File: config.mk
export PLATFORM = sky130hd
export DESIGN_NAME = pac_lookup
export DESIGN_NICKNAME = d
export VERILOG_FILES = /design/src/rtl/pac_pkg.sv /design/src/rtl/pac_line_store.sv /design/src/rtl/pac_match.sv /design/src/rtl/pac_ctrl.sv /design/src/rtl/pac_lookup.sv
export SDC_FILE = /design/constraint.sdc
export NUM_CORES = 1
export LEC_CHECK = 0
export ABC_AREA = 1
export BUFFER_PORTS_ARGS = -buffer_cell sky130_fd_sc_hd__buf_2
export CORE_MARGIN = 4
export CORE_UTILIZATION = 40
export DETAILED_ROUTE_END_ITERATION = 10
export HOLD_SLACK_MARGIN = 0.12
export PLACE_DENSITY_LB_ADDON = 0.12
export SLEW_MARGIN = 5
export SYNTH_ARGS = -nofsm -noshare
export SYNTH_HDL_FRONTEND = slang
export SYNTH_SLANG_ARGS = --single-unit
File: constraint.sdc
create_clock -name clk -period 3.2 [get_ports clk]
set_input_delay 0.64 -clock clk [delete_from_list [all_inputs] [get_ports clk]]
set_output_delay 0.64 -clock clk [all_outputs]
set_load 0.02 [all_outputs]
File: src/rtl/pac_pkg.sv
// Package: shared encodings for the pseudo-associative lookup unit.
// Assumes: the response code is consumed by a neighbour, so its values are fixed.
package pac_pkg;

    // Response kind seen at the port (R9: 2'b11 never produced)
    typedef enum logic [1:0] {
        KIND_MISS = 2'b00,
        KIND_HIT  = 2'b01,
        KIND_PHIT = 2'b10
    } kind_e;

    // Sequencer states: first probe, second probe, waiting for refill
    typedef enum logic [1:0] {
        ST_IDLE = 2'b00,
        ST_ALT  = 2'b01,
        ST_FILL = 2'b10
    } state_e;

endpackage

File: src/rtl/pac_line_store.sv
// Module: line storage with two combinational read ports and two write ports.
// Assumes: the two write ports never target the same line in one cycle
// (the controller writes a primary/alternate pair, which always differ).
module pac_line_store #(
    parameter int IDX_W  = 4,
    parameter int TAG_W  = 9,
    parameter int DATA_W = 16
) (
    input  logic                         clk,
    input  logic                         rst_n,
    input  logic [1:0][IDX_W-1:0]        rd_idx,
    output logic [1:0]                   rd_vld,
    output logic [1:0][TAG_W-1:0]        rd_tag,
    output logic [1:0][DATA_W-1:0]       rd_data,
    input  logic [1:0]                   wr_en,
    input  logic [1:0][IDX_W-1:0]        wr_idx,
    input  logic [1:0]                   wr_vld,
    input  logic [1:0][TAG_W-1:0]        wr_tag,
    input  logic [1:0][DATA_W-1:0]       wr_data
);
    localparam int LINES = 1 << IDX_W;

    logic [LINES-1:0]              vld_q;
    logic [LINES-1:0][TAG_W-1:0]   tag_q;
    logic [LINES-1:0][DATA_W-1:0]  data_q;

    // Update each line from whichever write port addresses it; reset clears all lines
    always_ff @(posedge clk) begin
        if (!rst_n) begin
            vld_q  <= '0;
            tag_q  <= '0;
            data_q <= '0;
        end else begin
            for (int l = 0; l < LINES; l++) begin
                if (wr_en[0] && (wr_idx[0] == IDX_W'(l))) begin
                    vld_q[l]  <= wr_vld[0];
                    tag_q[l]  <= wr_tag[0];
                    data_q[l] <= wr_data[0];
                end else if (wr_en[1] && (wr_idx[1] == IDX_W'(l))) begin
                    vld_q[l]  <= wr_vld[1];
                    tag_q[l]  <= wr_tag[1];
                    data_q[l] <= wr_data[1];
                end
            end
        end
    end

    // Read ports: one per probe location
    generate
        for (genvar p = 0; p < 2; p++) begin : g_rd
            assign rd_vld[p]  = vld_q[rd_idx[p]];
            assign rd_tag[p]  = tag_q[rd_idx[p]];
            assign rd_data[p] = data_q[rd_idx[p]];
        end
    endgenerate


    pair_write_distinct_chk: assert property (@(posedge clk) disable iff (!rst_n)
        (wr_en[0] && wr_en[1]) |-> (wr_idx[0] != wr_idx[1]));

endmodule

File: src/rtl/pac_match.sv
// Module: tag comparator for one probe location.
// Assumes: the tag includes the top index bit, so a full compare separates the two halves.
module pac_match #(
    parameter int TAG_W = 9
) (
    input  logic             line_vld,
    input  logic [TAG_W-1:0] line_tag,
    input  logic [TAG_W-1:0] want_tag,
    output logic             hit
);
    // A probe matches only on a valid line with an equal full tag
    always_comb hit = line_vld && (line_tag == want_tag);
endmodule

File: src/rtl/pac_ctrl.sv
// Module: probe sequencer, swap and refill placement for the lookup unit.
// Assumes: memory answers eventually while mem_req_valid is held;
// the storage reads are combinational from the indices given here.
module pac_ctrl
    import pac_pkg::*;
#(
    parameter int ADDR_W = 12,
    parameter int IDX_W  = 4,
    parameter int DATA_W = 16,
    parameter int TAG_W  = 9
) (
    input  logic                     clk,
    input  logic                     rst_n,
    input  logic                     req_valid,
    output logic                     req_ready,
    input  logic [ADDR_W-1:0]        req_addr,
    output logic                     rsp_valid,
    output logic [1:0]               rsp_kind,
    output logic [DATA_W-1:0]        rsp_data,
    output logic                     mem_req_valid,
    output logic [ADDR_W-1:0]        mem_req_addr,
    input  logic                     mem_rsp_valid,
    input  logic [DATA_W-1:0]        mem_rsp_data,
    output logic [1:0][IDX_W-1:0]    rd_idx,
    output logic [TAG_W-1:0]         look_tag,
    input  logic [1:0]               hit,
    input  logic [1:0]               rd_vld,
    input  logic [1:0][TAG_W-1:0]    rd_tag,
    input  logic [1:0][DATA_W-1:0]   rd_data,
    output logic [1:0]               wr_en,
    output logic [1:0][IDX_W-1:0]    wr_idx,
    output logic [1:0]               wr_vld,
    output logic [1:0][TAG_W-1:0]    wr_tag,
    output logic [1:0][DATA_W-1:0]   wr_data
);
    localparam int TOP = IDX_W - 1;

    state_e              state_q, state_d;
    logic [ADDR_W-1:0]   addr_q, addr_d;
    logic                rsp_valid_q, rsp_valid_d;
    kind_e               kind_q, kind_d;
    logic [DATA_W-1:0]   rdata_q, rdata_d;
    logic [ADDR_W-1:0]   cur_addr;
    logic [IDX_W-1:0]    pri_idx;
    logic [IDX_W-1:0]    alt_idx;
    logic                fire;

    // Port handshake: only the idle state takes a request
    always_comb begin
        req_ready     = (state_q == ST_IDLE);
        fire          = req_valid && req_ready;
        mem_req_valid = (state_q == ST_FILL);
        mem_req_addr  = addr_q;
    end

    // Probe addressing: live address while idle, latched address afterwards
    always_comb begin
        cur_addr  = (state_q == ST_IDLE) ? req_addr : addr_q;
        pri_idx   = cur_addr[IDX_W-1:0];
        alt_idx   = {~pri_idx[TOP], pri_idx[TOP-1:0]};
        look_tag  = cur_addr[ADDR_W-1:IDX_W-1];
        rd_idx[0] = pri_idx;
        rd_idx[1] = alt_idx;
    end

    // Next-state, response and line-write decisions for each state
    always_comb begin
        state_d     = state_q;
        addr_d      = addr_q;
        rsp_valid_d = 1'b0;
        kind_d      = kind_q;
        rdata_d     = rdata_q;
        wr_en       = '0;
        wr_idx[0]   = pri_idx;
        wr_idx[1]   = alt_idx;
        wr_vld      = '0;
        wr_tag      = '0;
        wr_data     = '0;
        case (state_q)
            ST_IDLE: begin
                if (fire) begin
                    addr_d = req_addr;
                    if (hit[0]) begin
                        rsp_valid_d = 1'b1;
                        kind_d      = KIND_HIT;
                        rdata_d     = rd_data[0];
                    end else begin
                        state_d = ST_ALT;
                    end
                end
            end
            ST_ALT: begin
                if (hit[1]) begin
                    wr_en      = 2'b11;
                    wr_vld[0]  = rd_vld[1];
                    wr_tag[0]  = rd_tag[1];
                    wr_data[0] = rd_data[1];
                    wr_vld[1]  = rd_vld[0];
                    wr_tag[1]  = rd_tag[0];
                    wr_data[1] = rd_data[0];
                    rsp_valid_d = 1'b1;
                    kind_d      = KIND_PHIT;
                    rdata_d     = rd_data[1];
                    state_d     = ST_IDLE;
                end else begin
                    state_d = ST_FILL;
                end
            end
            ST_FILL: begin
                if (mem_rsp_valid) begin
                    wr_en[0]   = 1'b1;
                    wr_vld[0]  = 1'b1;
                    wr_tag[0]  = look_tag;
                    wr_data[0] = mem_rsp_data;
                    wr_en[1]   = rd_vld[0];
                    wr_vld[1]  = 1'b1;
                    wr_tag[1]  = rd_tag[0];
                    wr_data[1] = rd_data[0];
                    rsp_valid_d = 1'b1;
                    kind_d      = KIND_MISS;
                    rdata_d     = mem_rsp_data;
                    state_d     = ST_IDLE;
                end
            end
            default: state_d = ST_IDLE;
        endcase
    end

    // Register state, latched address and the response
    always_ff @(posedge clk) begin
        if (!rst_n) begin
            state_q     <= ST_IDLE;
            addr_q      <= '0;
            rsp_valid_q <= 1'b0;
            kind_q      <= KIND_MISS;
            rdata_q     <= '0;
        end else begin
            state_q     <= state_d;
            addr_q      <= addr_d;
            rsp_valid_q <= rsp_valid_d;
            kind_q      <= kind_d;
            rdata_q     <= rdata_d;
        end
    end

    // Drive response ports from registers
    always_comb begin
        rsp_valid = rsp_valid_q;
        rsp_kind  = kind_q;
        rsp_data  = rdata_q;
    end

    // Checker bookkeeping: one accepted request awaiting its response
    logic pend_q;
    always_ff @(posedge clk) begin
        if (!rst_n)         pend_q <= 1'b0;
        else if (fire)      pend_q <= 1'b1;
        else if (rsp_valid) pend_q <= 1'b0;
    end


    one_inflight_chk: assert property (@(posedge clk) disable iff (!rst_n)
        fire |-> (!pend_q || rsp_valid));


    rsp_has_req_chk: assert property (@(posedge clk) disable iff (!rst_n)
        rsp_valid |-> pend_q);


    kind_legal_chk: assert property (@(posedge clk) disable iff (!rst_n)
        rsp_valid |-> (rsp_kind != 2'b11));


    hit_latency_chk: assert property (@(posedge clk) disable iff (!rst_n)
        (rsp_valid && rsp_kind == 2'b01) |-> $past(fire));


    phit_latency_chk: assert property (@(posedge clk) disable iff (!rst_n)
        (rsp_valid && rsp_kind == 2'b10) |-> $past(fire, 2));


    miss_after_fill_chk: assert property (@(posedge clk) disable iff (!rst_n)
        (rsp_valid && rsp_kind == 2'b00) |-> $past(mem_rsp_valid));


    fill_addr_stable_chk: assert property (@(posedge clk) disable iff (!rst_n)
        (mem_req_valid && !mem_rsp_valid) |=> (mem_req_valid && $stable(mem_req_addr)));


    busy_not_ready_chk: assert property (@(posedge clk) disable iff (!rst_n)
        mem_req_valid |-> !req_ready);

endmodule

File: src/rtl/pac_lookup.sv
// Module: top of the pseudo-associative lookup unit.
// Assumes: word-addressed, one word per line; the index is the low IDX_W bits
// and the stored tag is the remaining upper bits plus the top index bit.
module pac_lookup #(
    parameter int ADDR_W = 12,
    parameter int DATA_W = 16,
    parameter int IDX_W  = 4
) (
    input  logic              clk,
    input  logic              rst_n,
    input  logic              req_valid,
    output logic              req_ready,
    input  logic [ADDR_W-1:0] req_addr,
    output logic              rsp_valid,
    output logic [1:0]        rsp_kind,
    output logic [DATA_W-1:0] rsp_data,
    output logic              mem_req_valid,
    output logic [ADDR_W-1:0] mem_req_addr,
    input  logic              mem_rsp_valid,
    input  logic [DATA_W-1:0] mem_rsp_data
);
    localparam int TAG_W = ADDR_W - IDX_W + 1;

    logic [1:0][IDX_W-1:0]   rd_idx;
    logic [1:0]              rd_vld;
    logic [1:0][TAG_W-1:0]   rd_tag;
    logic [1:0][DATA_W-1:0]  rd_data;
    logic [1:0]              hit;
    logic [TAG_W-1:0]        look_tag;
    logic [1:0]              wr_en;
    logic [1:0][IDX_W-1:0]   wr_idx;
    logic [1:0]              wr_vld;
    logic [1:0][TAG_W-1:0]   wr_tag;
    logic [1:0][DATA_W-1:0]  wr_data;

    pac_line_store #(.IDX_W(IDX_W), .TAG_W(TAG_W), .DATA_W(DATA_W)) u_store (
        .clk     (clk),
        .rst_n   (rst_n),
        .rd_idx  (rd_idx),
        .rd_vld  (rd_vld),
        .rd_tag  (rd_tag),
        .rd_data (rd_data),
        .wr_en   (wr_en),
        .wr_idx  (wr_idx),
        .wr_vld  (wr_vld),
        .wr_tag  (wr_tag),
        .wr_data (wr_data)
    );

    // One comparator per probe location: [0] primary, [1] alternate
    generate
        for (genvar p = 0; p < 2; p++) begin : g_cmp
            pac_match #(.TAG_W(TAG_W)) u_match (
                .line_vld (rd_vld[p]),
                .line_tag (rd_tag[p]),
                .want_tag (look_tag),
                .hit      (hit[p])
            );
        end
    endgenerate

    pac_ctrl #(.ADDR_W(ADDR_W), .IDX_W(IDX_W), .DATA_W(DATA_W), .TAG_W(TAG_W)) u_ctrl (
        .clk           (clk),
        .rst_n         (rst_n),
        .req_valid     (req_valid),
        .req_ready     (req_ready),
        .req_addr      (req_addr),
        .rsp_valid     (rsp_valid),
        .rsp_kind      (rsp_kind),
        .rsp_data      (rsp_data),
        .mem_req_valid (mem_req_valid),
        .mem_req_addr  (mem_req_addr),
        .mem_rsp_valid (mem_rsp_valid),
        .mem_rsp_data  (mem_rsp_data),
        .rd_idx        (rd_idx),
        .look_tag      (look_tag),
        .hit           (hit),
        .rd_vld        (rd_vld),
        .rd_tag        (rd_tag),
        .rd_data       (rd_data),
        .wr_en         (wr_en),
        .wr_idx        (wr_idx),
        .wr_vld        (wr_vld),
        .wr_tag        (wr_tag),
        .wr_data       (wr_data)
    );


    reset_quiet_chk: assert property (@(posedge clk)
        !rst_n |=> (!rsp_valid && !mem_req_valid));

endmodule

# Yosys cells after proc, flatten, opt, wreduce, memory -nomap -nowiden
# Index checks and enable logic that the tools add are counted.
dict set report op_classes {
  bitwise 1
  n_mul 0
  div_mod_pow 0
  addsub 0
  eq_ne 39
  n_mux 140
  magnitude_cmp 2
  n_reduce_logical 58
  shift 0
}
# op count
set op_table {}
lappend op_table {{$mux W16} 38}
lappend op_table {{$mux W9} 34}
lappend op_table {{$bmux W16 S4} 2}
lappend op_table {{$bmux W9 S4} 2}
lappend op_table {{$eq A4 B4 Y1 const B} 16}
lappend op_table {{$mux W32} 2}
lappend op_table {{$pmux W32 S2} 1}
lappend op_table {{$pmux W16 S3} 1}
lappend op_table {{$mux W1} 38}
lappend op_table {{$mux W18} 2}
lappend op_table {{$pmux W18 S2} 1}
lappend op_table {{$logic_and A1 B1 Y1} 35}
lappend op_table {{$eq A4 B3 Y1 const B} 8}
lappend op_table {{$reduce_bool A2 Y1} 16}
lappend op_table {{$mux W2} 11}
lappend op_table {{$eq A9 B9 Y1} 2}
lappend op_table {{$eq A4 B2 Y1 const B} 4}
lappend op_table {{$mux W12} 1}
lappend op_table {{$pmux W2 S3} 2}
lappend op_table {{$lt A4 B5 Y1 const B} 2}
lappend op_table {{$bmux W1 S4} 2}
lappend op_table {{$eq A4 B1 Y1 const B} 2}
lappend op_table {{$logic_not A4 Y1} 2}
lappend op_table {{$pmux W2 S2} 2}
lappend op_table {{other kinds (11)} 14}
dict set report word_totals {
  inputBits 32
  latch_bits 0
  mem_bits_ro 0
  regBits 449
  memories 0
  out_inout_bits 33
  mem_bits_rw 0
  wordCells 293
}

# Depth between registers and ports, before layout
# Gate-level depths: netlist of the first run.
dict set report logic_depth {
  depth_word 12
  ltp_mapped 30
  depth_no_buf 24
}

# Modules after synthesis
# From an unflattened synthesis of the first run, not the netlist that was laid out.
dict set report hier_totals {
  hier_cells 5482
  area_unflattened_um2 31948.1
}
# module cells_each n_inst area_each_um2
set modules_own_cells {}
lappend modules_own_cells {pac_line_store 4938 1 28984.0}
lappend modules_own_cells {pac_ctrl 458 1 2616.3}
lappend modules_own_cells {pac_match 43 2 173.9}

# Least setup slack after synthesis of the first run
# OpenSTA, ideal clock, no wires.
dict set report synth_path {
  kind {reg2reg}
  from {reg u_ctrl.state_q[0]}
  to {reg u_store.data_q[188] in the netlist's numbering}
  t_required_ps 3088
  setup_ps 112
  n_path_buf 6
  period_less_slack_ps 3465
  path_stages_with_launch 29
  path_slack_ps -265
  arrival_ps 3353
  cell_sequence {dfxtp_1 inv_1 ha_1 buf_6 inv_4 nand2_8 nand2_4 buf_8 buf_8 nand2_1 o21ai_1 nand2_1 nand3_1 nand3_1 nand2_1 nand2_1 nand2_1 nand3_2 nor2_8 nand3_4 nand2_2 buf_12 nand3_2 nor2_1 nor2_1 buf_4 buf_4 nor2_1 nor2_1}
}
dict set report synth_between {
  elab_chain_len 11
}
# item line_no
set synth_lines {}
lappend synth_lines {{from (decl)} pac_ctrl.sv:38} ;# state_e state_q, state_d;
lappend synth_lines {{from (signal assigned)} pac_ctrl.sv:138} ;# state_q <= state_d;
lappend synth_lines {{$logic_not A2 Y1 *} n/a}
lappend synth_lines {{via req_ready} pac_lookup.sv:12} ;# output logic req_ready,
lappend synth_lines {{$mux W12 *} pac_ctrl.sv:58} ;# cur_addr = (state_q == ST_IDLE) ? req_addr : addr_q;
lappend synth_lines {{$not A1 Y1} pac_ctrl.sv:60} ;# alt_idx = {~pri_idx[TOP], pri_idx[TOP-1:0]};
lappend synth_lines {{$bmux W9 S4} pac_line_store.sv:52} ;# assign rd_tag[p] = tag_q[rd_idx[p]];
lappend synth_lines {{$mux W9 (not written as such)} pac_line_store.sv:52}
lappend synth_lines {{$eq A9 B9 Y1} pac_match.sv:12} ;# always_comb hit = line_vld && (line_tag == want_tag);
lappend synth_lines {{$logic_and A1 B1 Y1} pac_match.sv:12}
lappend synth_lines {{$mux W32 / $mux W2 (equally long branches)} pac_ctrl.sv:93} ;# if (hit[1]) begin
lappend synth_lines {{$pmux W32 S2 / $pmux W2 S2 (equally long branches)} pac_ctrl.sv:79} ;# case (state_q)
lappend synth_lines {{$mux W16, or another cell as far along} pac_line_store.sv:39} ;# end else if (wr_en[1] && (wr_idx[1] == IDX_W'(l))) begin
lappend synth_lines {{$mux W16 / $reduce_bool A2 Y1 (equally long branches)} n/a}
lappend synth_lines {{to (signal, indexed assignment)} pac_line_store.sv:38} ;# data_q[l] <= wr_data[0];
lappend synth_lines {{to (signal, indexed assignment)} pac_line_store.sv:42} ;# data_q[l] <= wr_data[1];
lappend synth_lines {{to (decl)} pac_line_store.sv:25} ;# logic [LINES-1:0][DATA_W-1:0] data_q;
# The timed path passes the listed nets; every way through them passes the cells marked *. The select of a mux whose other input is x is not followed.
# A chain may end at the register's enable or synchronous reset.

# Worst setup path after layout of the first run
dict set report layout_path {
  from {reg u_ctrl.state_q[1]}
  to {reg u_store.tag_q[33] in the netlist's numbering}
}
dict set report layout_between {
  elab_chain_len 11
}
# item line_no
set layout_lines {}
lappend layout_lines {{$logic_not A2 Y1} pac_ctrl.sv:58}
lappend layout_lines {{$mux W12} pac_ctrl.sv:58}
lappend layout_lines {{$not A1 Y1} pac_ctrl.sv:60}
lappend layout_lines {{$bmux W9 S4} pac_line_store.sv:52}
lappend layout_lines {{$mux W9 (not written as such)} pac_line_store.sv:52}
lappend layout_lines {{$eq A9 B9 Y1} pac_match.sv:12}
lappend layout_lines {{$logic_and A1 B1 Y1} pac_match.sv:12}
lappend layout_lines {{$mux W18 / $mux W2 (equally long branches)} pac_ctrl.sv:93}
lappend layout_lines {{$pmux W18 S2 / $pmux W2 S2 (equally long branches)} pac_ctrl.sv:79}
lappend layout_lines {{$mux W9, or another cell as far along} pac_line_store.sv:39}
lappend layout_lines {{$mux W9 / $reduce_bool A2 Y1 (equally long branches)} n/a}
lappend layout_lines {{to (signal, indexed assignment)} pac_line_store.sv:37} ;# tag_q[l] <= wr_tag[0];
lappend layout_lines {{to (signal, indexed assignment)} pac_line_store.sv:41} ;# tag_q[l] <= wr_tag[1];
lappend layout_lines {{to (decl)} pac_line_store.sv:24} ;# logic [LINES-1:0][TAG_W-1:0] tag_q;
# Parallel ways exist; a longest one is shown, timed or not. The select of a mux whose other input is x is not followed.

==> impl_metrics.env, run 1 <==
export IMPL_status="finished with violations"
export IMPL_violations="setup timing"
export IMPL_synth_largest_area_cell="dfxtp_1"
export IMPL_die_h_microns=279
export IMPL_synth_area_leaders="dfxtp_1, nand2_1, nor2_1, nand3_1, inv_1"
export IMPL_drt_iter0_drc=4650
export IMPL_p_leak_nw=19.6
export IMPL_finalNonFillerCells=6471
export IMPL_antenna_found_initial=1
export IMPL_cts_root_buf="clkbuf_16"
export IMPL_synth_avg_cell_area_sq_um=5.73
export IMPL_ys_seq_area_frac=0.306
export IMPL_worstSetupStartpoint="u_ctrl.state_q[1]"
export IMPL_vias_per_cell=5.56
export IMPL_ios=65
export IMPL_die_area_sq_um=78000
export IMPL_postSynthCellCount=5131
export IMPL_yosys_most_used_dff="dfxtp_1"
export IMPL_synth_edf_count=0
export IMPL_hpwlAfterDp_mm=89.3
export IMPL_critPathMostFrequentCell="nand2_2"
export IMPL_async_flop_share=0
export IMPL_die_w_microns=279
export IMPL_grt_pass1_wl_mm=205
export IMPL_clk_pin_slew_ps=60
export IMPL_cp_end_kind="flip-flop"
export IMPL_timing_rr_start="u_ctrl.state_q[1]"
export IMPL_ys_warn_count=0
export IMPL_grtUsageMet3=0.0668
export IMPL_grt_usage=0.342
export IMPL_grt_overflow_total=0
export IMPL_worstSetupStartpointType="flip-flop"
export IMPL_num_rows=99
export IMPL_place_congestion=0.959
export IMPL_final_common_cell="nand2_1"
export IMPL_cts_tree="built"
export IMPL_grt_setup_unrepaired="yes"
export IMPL_coreArea_sq_um=73000
export IMPL_setup_viol=437
export IMPL_use_met2=0.531
export IMPL_initial_core_util=0.403
export IMPL_grt_max_degree=102
export IMPL_crit_required_ps=3720
export IMPL_slew_viol_final=0
export IMPL_place_inst=6223
export IMPL_netlist_area_leader_share=0.306
export IMPL_drc_errors=0
export IMPL_slowest_delay_ps=330
export IMPL_finalClockSkew_ps=37.0
export IMPL_crit_fanout=17
export IMPL_yosys_register_bits=449
export IMPL_ff2ff_setup_slack_ps=-560
export IMPL_firstDrtPassIters=6
export IMPL_busiest_layer="met2"
export IMPL_relSlewSlack=0.475
export IMPL_peakVddDrop_mv=0.476
export IMPL_worst_pin_slew_ps=782
export IMPL_portBuffers=64
export IMPL_num_antenna_cells=0
export IMPL_syn_nets=5167
export IMPL_hold_slack_ps=292
export IMPL_htreeDepth=2
export IMPL_syn_area_sq_um=29400
export IMPL_postRouteAntennaNets=0
export IMPL_clk_latency_ps=640
export IMPL_dp_slack_ps=-978
export IMPL_max_freq_ghz=0.266
export IMPL_syn2layout_area_growth_pct=34.1
export IMPL_synth_cell_types=48
export IMPL_via_count=36000
export IMPL_cts_hold_buf=0
export IMPL_hold_class="input port to flip-flop"
export IMPL_gr_usage_met1=0.468
export IMPL_nets=5507
export IMPL_endpoint="u_store.tag_q[33]"
export IMPL_layout_common_cells="nand2_1, nor2_1, nand3_1"
export IMPL_routedWlPerCell_microns=22.4
export IMPL_numCtsBuffers=53
export IMPL_critPathSlowestCell="dfxtp_2"
export IMPL_ctsLongestPathBuffers=3
export IMPL_path_class="flip-flop to flip-flop"
export IMPL_setup_tns_ps=-189060
export IMPL_totalWireLength_mm=145
export IMPL_hold_viol_final=0
export IMPL_cts_sinks=449
export IMPL_drive_above_1_share=0.190
export IMPL_min_period_ps=3760
export IMPL_power_density_nw_per_um2=531
export IMPL_first_global_vias=31600
export IMPL_maxCapViolCount=0
export IMPL_rr_endpoint="u_store.tag_q[33]"
export IMPL_arrival_ps=4280
export IMPL_setup_ws_ps=-562
export IMPL_reg2regPathDepth=28
export IMPL_timing_final_crit_share=1.18
per-layer routing:
layer / routed length, microns / vias up
met4: 7000 / 2
met5: 12 / -
met2: 62200 / 2193
li1: - / 16800
met1: 58700 / 16600
met3: 16900 / 406
report_power, final:
| group | leakage, nW | internal, W | switching, W | total [W] |
|---|---|---|---|---|
| Clock | 0.865 | 0.00362 | 0.00274 | 0.00636 |
| Sequential | 3.62 | 0.00571 | 0.0000564 | 0.00577 |
| Combinational | 15.2 | 0.00313 | 0.00569 | 0.00883 |
| Total | 19.6 | 0.0125 | 0.00849 | 0.0210 |
cells by family after synthesis:
| family | count (synthesis) | synth area share |
|---|---|---|
| flip-flops | 449 | 0.306 |
| AND/OR/NAND/NOR | 3361 | 0.480 |
| adder cells (fa/ha/maj) | 4 | 0.00170 |
| AO/OA/AOI/OAI | 446 | 0.0879 |
| XOR/XNOR | 3 | 0.000893 |
| buffers and inverters | 868 | 0.124 |
area by class of cell:
cell class                      count  area, sq um
Clock inverter                     18          199
Multi-Input combinational cell   3826        18100
Fill cell                        7243        33500
Inverter                          471         1810
Tap cell                          959         1200
Timing Repair Buffer              670         7620
Clock buffer                       78         1560
Sequential cell                   449         8990
state kept, by name, summed over array words and instances (netlist names):
signal and flops:
u_store.data_q 256, u_ctrl.rsp_data 16, u_ctrl.rsp_kind 2, u_store.vld_q 16, u_ctrl.state_q 2, u_ctrl.rsp_valid 1
u_ctrl.mem_req_addr 12, u_store.tag_q 144
through the flow:
step,utilization,power [W],cell area (sq um)
final,0.541,0.0210,39500
after global routing,0.541,0.0215,39500
after CTS,0.518,0.0201,37800
after detailed placement,0.468,0.0132,34100
after global placement,0.468,0.0132,34100
after floorplan,-,0.00956,29600
cell usage after synthesis, types with 34 or more instances:
library cell and instances:
o21ai_1 45, nand2_1 1642, a22oi_1 34, nand3_1 660, o21ai_0 190, nor2_1 888, nand4_1 47, o22ai_1 70
buf_2 130, inv_1 442, nand3b_1 62, a21oi_1 49, clkbuf_1 210, dfxtp_1 449
critical path: cells and delay by family (launching register included):
kind                       cells  cell delay (ps)
AOI/OAI and AO/OA              1               50
and+or+nand+nor               19             2010
DFF                            1              330
adders and majority gates      1              240
buffers and inverters          7              990
worst min-delay path by stage:
stage                                start                endpoint  slack [ps]  cells past startpoint
global placement    u_ctrl.mem_req_addr[7]  u_ctrl.mem_req_addr[7]         460                      2
finish                         req_addr[3]  u_ctrl.mem_req_addr[3]         290                      3
detailed placement  u_ctrl.mem_req_addr[5]  u_ctrl.mem_req_addr[5]         460                      2
floorplan                 u_store.vld_q[1]        u_store.vld_q[1]         450                      2
CTS                            req_addr[3]  u_ctrl.mem_req_addr[3]         270                      3
global route                   req_addr[3]  u_ctrl.mem_req_addr[3]         310                      3
what timing repair did:
action,4_1_cts,5_1_grt
endpoints found under the setup margin,437,437
endpoints found under the hold margin,0,0
cloned,21,22
gates resized for setup,182,252
pin swaps,40,103
setup buffers,70,43
Power figures use the tool's default switching activity.
==> inputs of run 2 (changes only) <==
--- a/config.mk
+++ b/config.mk
@@ -6,10 +6,10 @@
 export NUM_CORES = 1
 export LEC_CHECK = 0
 export ABC_AREA = 1
-export BUFFER_PORTS_ARGS = -buffer_cell sky130_fd_sc_hd__buf_2
 export CORE_MARGIN = 4
-export CORE_UTILIZATION = 40
+export CORE_UTILIZATION = 25
 export DETAILED_ROUTE_END_ITERATION = 10
+export DONT_BUFFER_PORTS = 1
 export HOLD_SLACK_MARGIN = 0.12
 export PLACE_DENSITY_LB_ADDON = 0.12
 export SLEW_MARGIN = 5
==> impl_metrics.env, run 2 (same netlist as run 1, synthesis figures left out) <==
export IMPL_hold_viol_final=0
export IMPL_cts_root_buf="clkbuf_16"
export IMPL_first_global_vias=32700
export IMPL_initial_core_util=0.253
export IMPL_hold_class="input port to flip-flop"
export IMPL_ctsLongestPathBuffers=3
export IMPL_timing_rr_start="u_ctrl.state_q[1]"
export IMPL_setup_viol=435
export IMPL_critPathSlowestCell="dfxtp_2"
export IMPL_ff2ff_setup_slack_ps=-440
export IMPL_postRouteAntennaNets=0
export IMPL_clk_pin_slew_ps=60
export IMPL_power_density_nw_per_um2=536
export IMPL_worstSetupStartpointType="flip-flop"
export IMPL_maxCapViolCount=0
export IMPL_setup_ws_ps=-440
export IMPL_path_class="flip-flop to flip-flop"
export IMPL_reg_largest_list="u_store.data_q: 256 flops, u_store.tag_q: 144 flops"
export IMPL_die_area_sq_um=123000
export IMPL_antenna_found_initial=11
export IMPL_hold_path_startpoint="rst_n"
export IMPL_peakVddDrop_mv=0.409
export IMPL_pwr_share_comb=0.429
export IMPL_htreeDepth=2
export IMPL_arrival_ps=4180
export IMPL_finalNonFillerCells=7081
export IMPL_routedWlPerCell_microns=24.3
export IMPL_violations="setup timing"
export IMPL_place_congestion=0.927
export IMPL_nets=5535
export IMPL_num_rows=125
export IMPL_drc_errors=0
export IMPL_cts_tree="built"
export IMPL_drt_iter0_drc=3425
export IMPL_grt_setup_unrepaired="yes"
export IMPL_vias_per_cell=5.01
export IMPL_worstSetupStartpoint="u_ctrl.state_q[1]"
export IMPL_grt_pass1_wl_mm=237
export IMPL_reg2regPathDepth=25
export IMPL_hpwlAfterDp_mm=106
export IMPL_setup_tns_ps=-148220
export IMPL_coreArea_sq_um=117000
export IMPL_clk_latency_ps=670
export IMPL_p_seq_frac=0.262
export IMPL_finalClockSkew_ps=27.2
export IMPL_worstHoldPathCells=2
export IMPL_crit_fanout=8
export IMPL_final_common_cell="nand2_1"
export IMPL_grt_max_degree=407
export IMPL_critPathMostFrequentCell="nand3_4"
export IMPL_pwr_share_clk=0.309
export IMPL_rr_endpoint="u_store.tag_q[141]"
export IMPL_min_period_ps=3640
export IMPL_drive_above_1_share=0.212
export IMPL_relSlewSlack=0.400
export IMPL_internal_power_w=0.0132
export IMPL_slowest_delay_ps=340
export IMPL_die_w_microns=351
export IMPL_ios=65
export IMPL_sw_frac_of_total=0.409
export IMPL_portBuffers=0
export IMPL_p_sw_w=0.00911
export IMPL_place_inst=6789
export IMPL_nFillCells=12500
export IMPL_stdcell_area_sq_um=41600
export IMPL_firstDrtPassIters=6
export IMPL_slew_viol_final=0
export IMPL_syn2layout_area_growth_pct=41.5
export IMPL_timing_final_crit_share=1.14
export IMPL_regMostFlops="u_store.data_q"
export IMPL_via_count=35500
export IMPL_place_area_sq_um=35000
export IMPL_status="finished with violations"
export IMPL_numCtsBuffers=58
export IMPL_dp_slack_ps=-815
export IMPL_die_h_microns=351
export IMPL_layout_common_cells="nand2_1, nor2_1, nand3_1"
export IMPL_totalWireLength_mm=172
export IMPL_cts_hold_buf=0
export IMPL_grt_usage=0.262
export IMPL_crit_required_ps=3740
export IMPL_min_to="u_ctrl.rsp_kind[1]"
export IMPL_cts_sinks=449
export IMPL_largest_reg_flops=256
export IMPL_grt_overflow_total=0
export IMPL_worst_pin_slew_ps=901
export IMPL_hold_slack_ps=158
export IMPL_cp_end_kind="flip-flop"
export IMPL_p_leak_nw=20.1
export IMPL_max_freq_ghz=0.275
[run 2: cell count changes in the layout (fill, tap and decap cells not counted), sizes merged, moves of 3 or more]
cell,before,now
buf,648,668
clkbuf,99,111
diode,0,11
bufbuf,1,6
nor2,918,915
[run 2: stage by stage]
step,total power (W),util
floorplan,0.00956,-
global placement,0.0139,0.300
detailed placement,0.0138,0.300
CTS,0.0216,0.341
global route,0.0230,0.357
finish,0.0223,0.357
[run 2: repair_timing]
| action | CTS | global route |
|---|---|---|
| setup buffers | 75 | 52 |
| pin swaps | 59 | 149 |
| setup endpoints to repair | 435 | 437 |
| resized for setup | 266 | 329 |
| gates cloned | 35 | 24 |
[run 2: worst max-delay path by stage]
stage                                     end  depth (start not counted)  slack, ps
after global placement    u_store.data_q[119]                         27       -790
after global routing        u_store.tag_q[22]                         29       -600
final                      u_store.tag_q[141]                         25       -440
after CTS                   u_store.tag_q[94]                         27       -370
after floorplan           u_store.data_q[232]                         29        -60
after detailed placement  u_store.data_q[119]                         27       -810
[run 2: routing by layer]
| layer | vias to the layer above | track usage | part of all wire |
|---|---|---|---|
| met5 | - | 0 | 0.00016 |
| met4 | 4 | 0.124 | 0.057 |
| met3 | 383 | 0.0411 | 0.076 |
| met2 | 1445 | 0.424 | 0.44 |
| met1 | 16800 | 0.340 | 0.42 |
| li1 | 16900 | - | - |
[run 2: area by class of cell]
type / instances / area (sq um) / share of cell area
Clock inverter: 18 / 176 / 0.00424
Sequential cell: 449 / 8990 / 0.216
Clock buffer: 89 / 1760 / 0.0423
Antenna cell: 11 / 27.5 / 0.000661
Tap cell: 1524 / 1910 / 0.0458
Timing Repair Buffer: 696 / 8350 / 0.201
Multi-Input combinational cell: 3823 / 18600 / 0.447
Inverter: 471 / 1820 / 0.0437
[run 2: power groups by stage]
stage | Sequential, W | Combinational, W | Clock (W)
6_report | 0.00585 | 0.00957 | 0.00688
5_1_grt | 0.00586 | 0.00994 | 0.00721
4_1_cts | 0.00585 | 0.00873 | 0.00701
3_5_place_dp | 0.00597 | 0.00787 | 0
3_3_place_gp | 0.00597 | 0.00791 | 0
2_1_floorplan | 0.00598 | 0.00358 | 0
[run 2: worst max-delay path, delay by kind of cell (launching register included)]
family	cells	cell delay [ps]
AND/OR/NAND/NOR	14	1520
buffers and inverters	9	1220
adder cells (fa/ha/maj)	1	190
AO/OA/AOI/OAI	1	260
flip-flops	1	340
